File: src/rtl/dvfs_pkg.sv
package dvfs_pkg;
    localparam int NUM_LVL = 4;
    localparam int LVL_W   = $clog2(NUM_LVL);
    localparam int UV_W    = 21;
    localparam int M_W     = 10;
    localparam int P_W     = 6;
    localparam int S_W     = 3;
    localparam int P_LSB   = 8;
    localparam int M_LSB   = 16;
    localparam int WORD_W  = M_LSB + M_W;
    localparam int PLL_P   = 6;

    typedef logic [LVL_W-1:0] lvl_t;

    typedef enum logic [2:0] {
        ST_IDLE,
        ST_VCORE,
        ST_VINT,
        ST_DIV,
        ST_PLL,
        ST_DONE
    } step_e;

    typedef struct packed {
        step_e step;
        lvl_t  tgt;
        lvl_t  cur;
        logic  up;
        logic  full;
    } seq_t;

    // Core rail drops by 100 mV per level from 1.2 V.
    function automatic logic [UV_W-1:0] core_uv_of(input int lvl);
        return UV_W'(1200000 - 100000 * lvl);
    endfunction

    // Internal rail is 1.1 V for the two fast levels, 1.0 V below.
    function automatic logic [UV_W-1:0] int_uv_of(input int lvl);
        return UV_W'((lvl < 2) ? 1100000 : 1000000);
    endfunction

    function automatic logic [WORD_W-1:0] pll_word_of(input int lvl);
        logic [WORD_W-1:0] w;
        int m;
        int s;
        m = (lvl == 0) ? 250 : 200;
        s = (lvl == 0) ? 1 : (1 << (lvl - 1));
        w = '0;
        w[M_LSB +: M_W] = M_W'(m);
        w[P_LSB +: P_W] = P_W'(PLL_P);
        w[S_W-1:0]      = S_W'(s);
        return w;
    endfunction
endpackage

File: src/rtl/dvfs_level_lut.sv
module dvfs_level_lut
    import dvfs_pkg::*;
#(
    parameter int N = NUM_LVL
) (
    input  lvl_t              lvl_i,
    output logic [UV_W-1:0]   core_uv_o,
    output logic [UV_W-1:0]   int_uv_o,
    output logic [WORD_W-1:0] pll_word_o
);
    logic [UV_W-1:0]   core_tbl [N];
    logic [UV_W-1:0]   int_tbl  [N];
    logic [WORD_W-1:0] word_tbl [N];

    for (genvar g = 0; g < N; g++) begin : g_lvl
        assign core_tbl[g] = core_uv_of(g);
        assign int_tbl[g]  = int_uv_of(g);
        assign word_tbl[g] = pll_word_of(g);
    end

    assign core_uv_o  = core_tbl[lvl_i];
    assign int_uv_o   = int_tbl[lvl_i];
    assign pll_word_o = word_tbl[lvl_i];
endmodule

File: src/rtl/dvfs_step_fsm.sv
module dvfs_step_fsm
    import dvfs_pkg::*;
(
    input  logic clk,
    input  logic rst_n,
    input  logic start_i,
    input  lvl_t tgt_i,
    output logic busy_o,
    output logic done_o,
    output lvl_t cur_o,
    output lvl_t tgt_o,
    output logic vreq_o,
    output logic vrail_o,
    input  logic vack_i,
    output logic pll_req_o,
    output logic pll_full_o,
    input  logic pll_ack_i,
    output logic div_req_o,
    input  logic div_ack_i
);
    localparam lvl_t LVL_SLOW = lvl_t'(NUM_LVL - 1);

    seq_t q, d;

    always_comb begin
        d = q;
        case (q.step)
            ST_IDLE: begin
                if (start_i) begin
                    d.tgt  = tgt_i;
                    d.up   = (tgt_i < q.cur);
                    d.full = (tgt_i == '0) || (q.cur == '0);
                    if (tgt_i == q.cur) d.step = ST_DONE;
                    else if (tgt_i < q.cur) d.step = ST_VCORE;
                    else d.step = ST_PLL;
                end
            end
            ST_VCORE: if (vack_i) d.step = ST_VINT;
            ST_VINT: begin
                if (vack_i) begin
                    if (q.up) d.step = ST_DIV;
                    else begin
                        d.step = ST_DONE;
                        d.cur  = q.tgt;
                    end
                end
            end
            ST_DIV: if (div_ack_i) d.step = q.up ? ST_PLL : ST_VCORE;
            ST_PLL: begin
                if (pll_ack_i) begin
                    if (q.up) begin
                        d.step = ST_DONE;
                        d.cur  = q.tgt;
                    end else d.step = ST_DIV;
                end
            end
            ST_DONE: d.step = ST_IDLE;
            default: d.step = ST_IDLE;
        endcase
    end

    always_ff @(posedge clk or negedge rst_n) begin
        if (!rst_n) begin
            q <= '{step: ST_IDLE, tgt: LVL_SLOW, cur: LVL_SLOW, up: 1'b0, full: 1'b0};
        end else begin
            q <= d;
        end
    end

    assign busy_o     = (q.step != ST_IDLE);
    assign done_o     = (q.step == ST_DONE);
    assign cur_o      = q.cur;
    assign tgt_o      = q.tgt;
    assign vreq_o     = (q.step == ST_VCORE) || (q.step == ST_VINT);
    assign vrail_o    = (q.step == ST_VINT);
    assign pll_req_o  = (q.step == ST_PLL);
    assign pll_full_o = q.full;
    assign div_req_o  = (q.step == ST_DIV);

    p_vhold_r8: assert property (@(posedge clk) disable iff (!rst_n)
        vreq_o && !vack_i |=> vreq_o && $stable(vrail_o));
    p_pll_hold_r8: assert property (@(posedge clk) disable iff (!rst_n)
        pll_req_o && !pll_ack_i |=> pll_req_o);
    p_div_hold_r8: assert property (@(posedge clk) disable iff (!rst_n)
        div_req_o && !div_ack_i |=> div_req_o);
    p_done_pulse_r10: assert property (@(posedge clk) disable iff (!rst_n)
        done_o |=> !done_o);
    p_cur_moves_r10: assert property (@(posedge clk) disable iff (!rst_n)
        !$stable(cur_o) |-> done_o);
    p_tgt_hold_r9: assert property (@(posedge clk) disable iff (!rst_n)
        busy_o && $past(busy_o) |-> $stable(tgt_o));
    p_full_rule_r6: assert property (@(posedge clk) disable iff (!rst_n)
        pll_req_o |-> pll_full_o == ((tgt_o == '0) || (cur_o == '0)));
    p_up_div_after_volt_r3: assert property (@(posedge clk) disable iff (!rst_n)
        $rose(div_req_o) && (tgt_o < cur_o) |-> $past(vreq_o));
    p_dn_volt_after_div_r4: assert property (@(posedge clk) disable iff (!rst_n)
        $rose(vreq_o) && (tgt_o > cur_o) |-> $past(div_req_o));
endmodule

File: src/rtl/dvfs_seq.sv
module dvfs_seq
    import dvfs_pkg::*;
(
    input  logic              clk,
    input  logic              rst_n,
    input  logic              lvl_req_i,
    input  logic [LVL_W-1:0]  lvl_tgt_i,
    output logic              busy_o,
    output logic              done_o,
    output logic [LVL_W-1:0]  cur_lvl_o,
    output logic              vreq_o,
    output logic              vrail_o,
    output logic [UV_W-1:0]   vuv_o,
    input  logic              vack_i,
    output logic              pll_req_o,
    output logic              pll_full_o,
    output logic [WORD_W-1:0] pll_word_o,
    input  logic              pll_ack_i,
    output logic              div_req_o,
    output logic [LVL_W-1:0]  div_lvl_o,
    input  logic              div_ack_i
);
    lvl_t            tgt;
    logic [UV_W-1:0] core_uv;
    logic [UV_W-1:0] int_uv;

    dvfs_step_fsm u_fsm (
        .clk        (clk),
        .rst_n      (rst_n),
        .start_i    (lvl_req_i),
        .tgt_i      (lvl_tgt_i),
        .busy_o     (busy_o),
        .done_o     (done_o),
        .cur_o      (cur_lvl_o),
        .tgt_o      (tgt),
        .vreq_o     (vreq_o),
        .vrail_o    (vrail_o),
        .vack_i     (vack_i),
        .pll_req_o  (pll_req_o),
        .pll_full_o (pll_full_o),
        .pll_ack_i  (pll_ack_i),
        .div_req_o  (div_req_o),
        .div_ack_i  (div_ack_i)
    );

    dvfs_level_lut #(.N(NUM_LVL)) u_lut (
        .lvl_i      (tgt),
        .core_uv_o  (core_uv),
        .int_uv_o   (int_uv),
        .pll_word_o (pll_word_o)
    );

    assign vuv_o     = vrail_o ? int_uv : core_uv;
    assign div_lvl_o = tgt;
endmodule

File: config.mk
export PLATFORM = sky130hd
export DESIGN_NAME = dvfs_seq
export DESIGN_NICKNAME = d
export VERILOG_FILES = /design/src/rtl/dvfs_pkg.sv /design/src/rtl/dvfs_level_lut.sv /design/src/rtl/dvfs_step_fsm.sv /design/src/rtl/dvfs_seq.sv
export SDC_FILE = /design/constraint.sdc
export NUM_CORES = 1
export LEC_CHECK = 0
export ABC_AREA = 1
export CORE_MARGIN = 2
export CORE_UTILIZATION = 35
export DETAILED_ROUTE_END_ITERATION = 6
export GPL_ROUTABILITY_DRIVEN = 0
export PLACE_DENSITY = 0.78
export SYNTH_ARGS = -nofsm -noshare
export SYNTH_HDL_FRONTEND = slang
export SYNTH_HIERARCHICAL = 1
export SYNTH_SLANG_ARGS = --single-unit
export TNS_END_PERCENT = 1
File: constraint.sdc
create_clock -name clk -period 4.1 [get_ports clk]
set_input_delay 1.23 -clock clk [delete_from_list [all_inputs] [get_ports clk]]
set_output_delay 1.23 -clock clk [all_outputs]
set_load 0.01 [all_outputs]
==> flow_metrics.py <==
metrics = {
    "cts": {
        "htree_levels": 1,
        "cts.hold.buffers_added": 0,
        "cts_tree": "built",
        "clock_latency_ns": 0.23,
        "clock_path_buffers": 2,
        "cts_root_buf": "clkbuf_8",
        "post_cts_buffers": 0,
        "cts_buffers": 3,
        "clk_pin_slew_ns": 0.04,
        "post_cts_resized": 0,
        "numClockSinks": 9,
    },
    "routing": {
        "dr_total_vias": 1184,
        "wl_per_cell_um": 8.42,
        "drt_first_pass_iters": 4,
        "drc": 0,
        "routed_wl_um": 2570,
        "via_per_inst": 3.88,
        "drt_first_iter_violations": 60,
        "ant_nets": 0,
    },
    "critical_path": {
        "required_ns": 2.87,
        "regToRegSetupSlack_ns": 2.58,
        "cpMostUsedCell": "inv_2",
        "cp-end-kind": "output port",
        "cp_max_fo": 25,
        "startpoint_type": "flip-flop",
        "crit_arrival_ns": 2.17,
        "path_cells": "inv_2, nand3_2, inv_2, inv_2, nand2_1, nand2_1, clkdlybuf4s50_1",
        "path_delay_family": "buffers and inverters",
        "cp_slowest_cell": "clkdlybuf4s50_1",
        "setup.worst_path.class": "reg -> out",
        "critPathMaxStageDelay_ns": 0.47,
        "cp_num_buf_inv": 4,
    },
    "global_routing": {
        "overflow": 0,
        "grt_usage_pct": 10.8,
        "grt_use_met1_pct": 13.7,
        "grt_pass1_vias": 1020,
        "grt_use_met2_pct": 19.2,
        "antenna_found_initial": 0,
        "grt_max_degree": 26,
        "grt_pass1_wl_um": 4470,
        "grt_busiest_layer": "met2",
        "grt_util_met3_pct": 2.31,
    },
    "power": {
        "power.density_nw_per_um2": 800,
        "p_leak_nw": 0.939,
        "power_mw": 1.32,
        "ir_worst_vdd_v": 0.000290,
    },
    "timing": {
        "rsz0062_at_grt": "false",
        "period_share_pct": 83.0,
        "slew_violations": 0,
        "finClkSkew_ns": 0.00146,
        "period_minus_slack_ns": 3.40,
        "fmax_mhz": 294,
        "hold_viol": 0,
        "setup_violations": 0,
        "tns_ns": 0,
    },
    "synth": {
        "ys_seq_area_share_pct": 15.1,
        "yosys_warnings": 6,
        "synth_area_per_cell_um2": 6.32,
        "syn_inst": 242,
        "synthDistinctLibCells": 21,
        "ys_ff_latch": 9,
        "syn_area_um2": 1530,
    },
    "place": {
        "dp_hpwl_um": 2110,
        "portBuffers": 40,
    },
    "cells_and_area": {
        "num_antenna_cells": 0,
        "fin_nets": 270,
        "drive_above_1_share_pct": 10.7,
        "syn2layout_area_growth_pct": 8.10,
    },
    "die": {
        "rows": 24,
        "dieArea_um2": 4910,
        "start_util_pct": 35.6,
        "die_x_um": 70.1,
        "io_pins": 66,
        "core_area_um2": 4290,
        "die_h_um": 70.1,
    },
    "run_status": {
        "status": "finished, final reports clean",
    },
    "run": {
        "cap_violations": 0,
    },
    "worst_hold_path": {
        "hold_path_class": "reg -> reg",
    },
}
==> tightest hold or removal path: cells and delay by family, from the launching register on <==
family / cells / cell delay (ns)
flops: 1 / 0.38
simple gates: 2 / 0.11
==> stage by stage <==
| step | hold WS, ns | cell area (um2) | worst slack, ns | std cells | util [%] |
|---|---|---|---|---|---|
| after detailed placement | 0.484 | 1610 | 0.917 | 301 | 37.4 |
| after CTS | 0.491 | 1650 | 0.666 | 305 | 38.5 |
| after floorplan | 0.457 | 1660 | 1.56 | 276 | - |
| after global routing | 0.512 | 1650 | 0.465 | 305 | 38.5 |
| after global placement | 0.483 | 1610 | 0.921 | 301 | 37.4 |
| final | 0.490 | 1650 | 0.696 | 305 | 38.5 |
==> cell usage after synthesis, drive strengths merged <==
cell    instances  area [um2]
a21oi           1        5.00
and2            1        8.76
buf            67         514
conb            2        7.51
dfrtp           5         125
dfstp           4         105
ha              8         100
inv            24        90.1
nand2         102         398
nand3          13        70.1
nand3b          1        7.51
nand4           1        12.5
nor2            8        60.1
nor3            1        5.00
o21ai           4        20.0
==> where the power goes <==
| group | internal (mW) | total [mW] | leakage [nW] | switching [mW] |
|---|---|---|---|---|
| Combinational | 0.488 | 1.00 | 0.811 | 0.513 |
| Sequential | 0.144 | 0.220 | 0.105 | 0.0763 |
| Clock | 0.0676 | 0.101 | 0.0228 | 0.0333 |
| Total | 0.700 | 1.32 | 0.939 | 0.623 |
==> final timing paths <==
path | startpoint | endpoint | cells past startpoint
max reg2reg | u_fsm/q[8] | u_fsm/cur_o[0] | 8
min in group asynchronous | rst_n | u_fsm/pll_full_o | 1
min | u_fsm/cur_o[0] | u_fsm/cur_o[0] | 2
min reg2reg | u_fsm/cur_o[0] | u_fsm/cur_o[0] | 2
max in group asynchronous | rst_n | u_fsm/tgt_o[0] | 1
max | u_fsm/q[8] | vuv_o[18] | 7
==> placed cells by master (no fill, tap or decap), types with 3 or more instances in the layout <==
master and count:
clkbuf_8 3, clkdlybuf4s50_1 40, conb_1 36, dfrtp_1 5
dfstp_2 4, ha_1 8, inv_1 19, inv_2 5
nand2_1 96, nand2_2 6, nand3_1 12, nor2_2 3
nor2_4 3, o21ai_0 4
==> flip-flops by register name, indices dropped and copies added (netlist names) <==
signal,flops
u_fsm/cur_o,2
u_fsm/pll_full_o,1
u_fsm/q,4
u_fsm/tgt_o,2
==> kinds of logic (layout without fill, tap and decap cells) <==
family / after synthesis / count (layout) / synth area share, %
adder cells (fa/ha/maj): 8 / 8 / 6.55
AO/OA/AOI/OAI: 5 / 5 / 1.64
flip-flops: 9 / 9 / 15.1
other: 2 / 36 / 0.491
AND/OR/NAND/NOR: 127 / 127 / 36.7
buffers and inverters: 91 / 68 / 39.5
==> area by class of cell <==
type / instances / area, um2
inverter: 24 / 90.1
fill: 467 / 2640
sequential: 9 / 230
clock buffer: 4 / 45.0
multi-input combinational: 176 / 822
timing repair buffer: 40 / 400
tap: 52 / 65.1
==> metal layers <==
| metal | routed length, um | vias up |
|---|---|---|
| met3 | 149 | 2 |
| met4 | 8 | 0 |
| li1 | - | 646 |
| met2 | 1230 | 33 |
| met1 | 1180 | 503 |
| met5 | 0 | - |
Power figures use the tool's default switching activity.
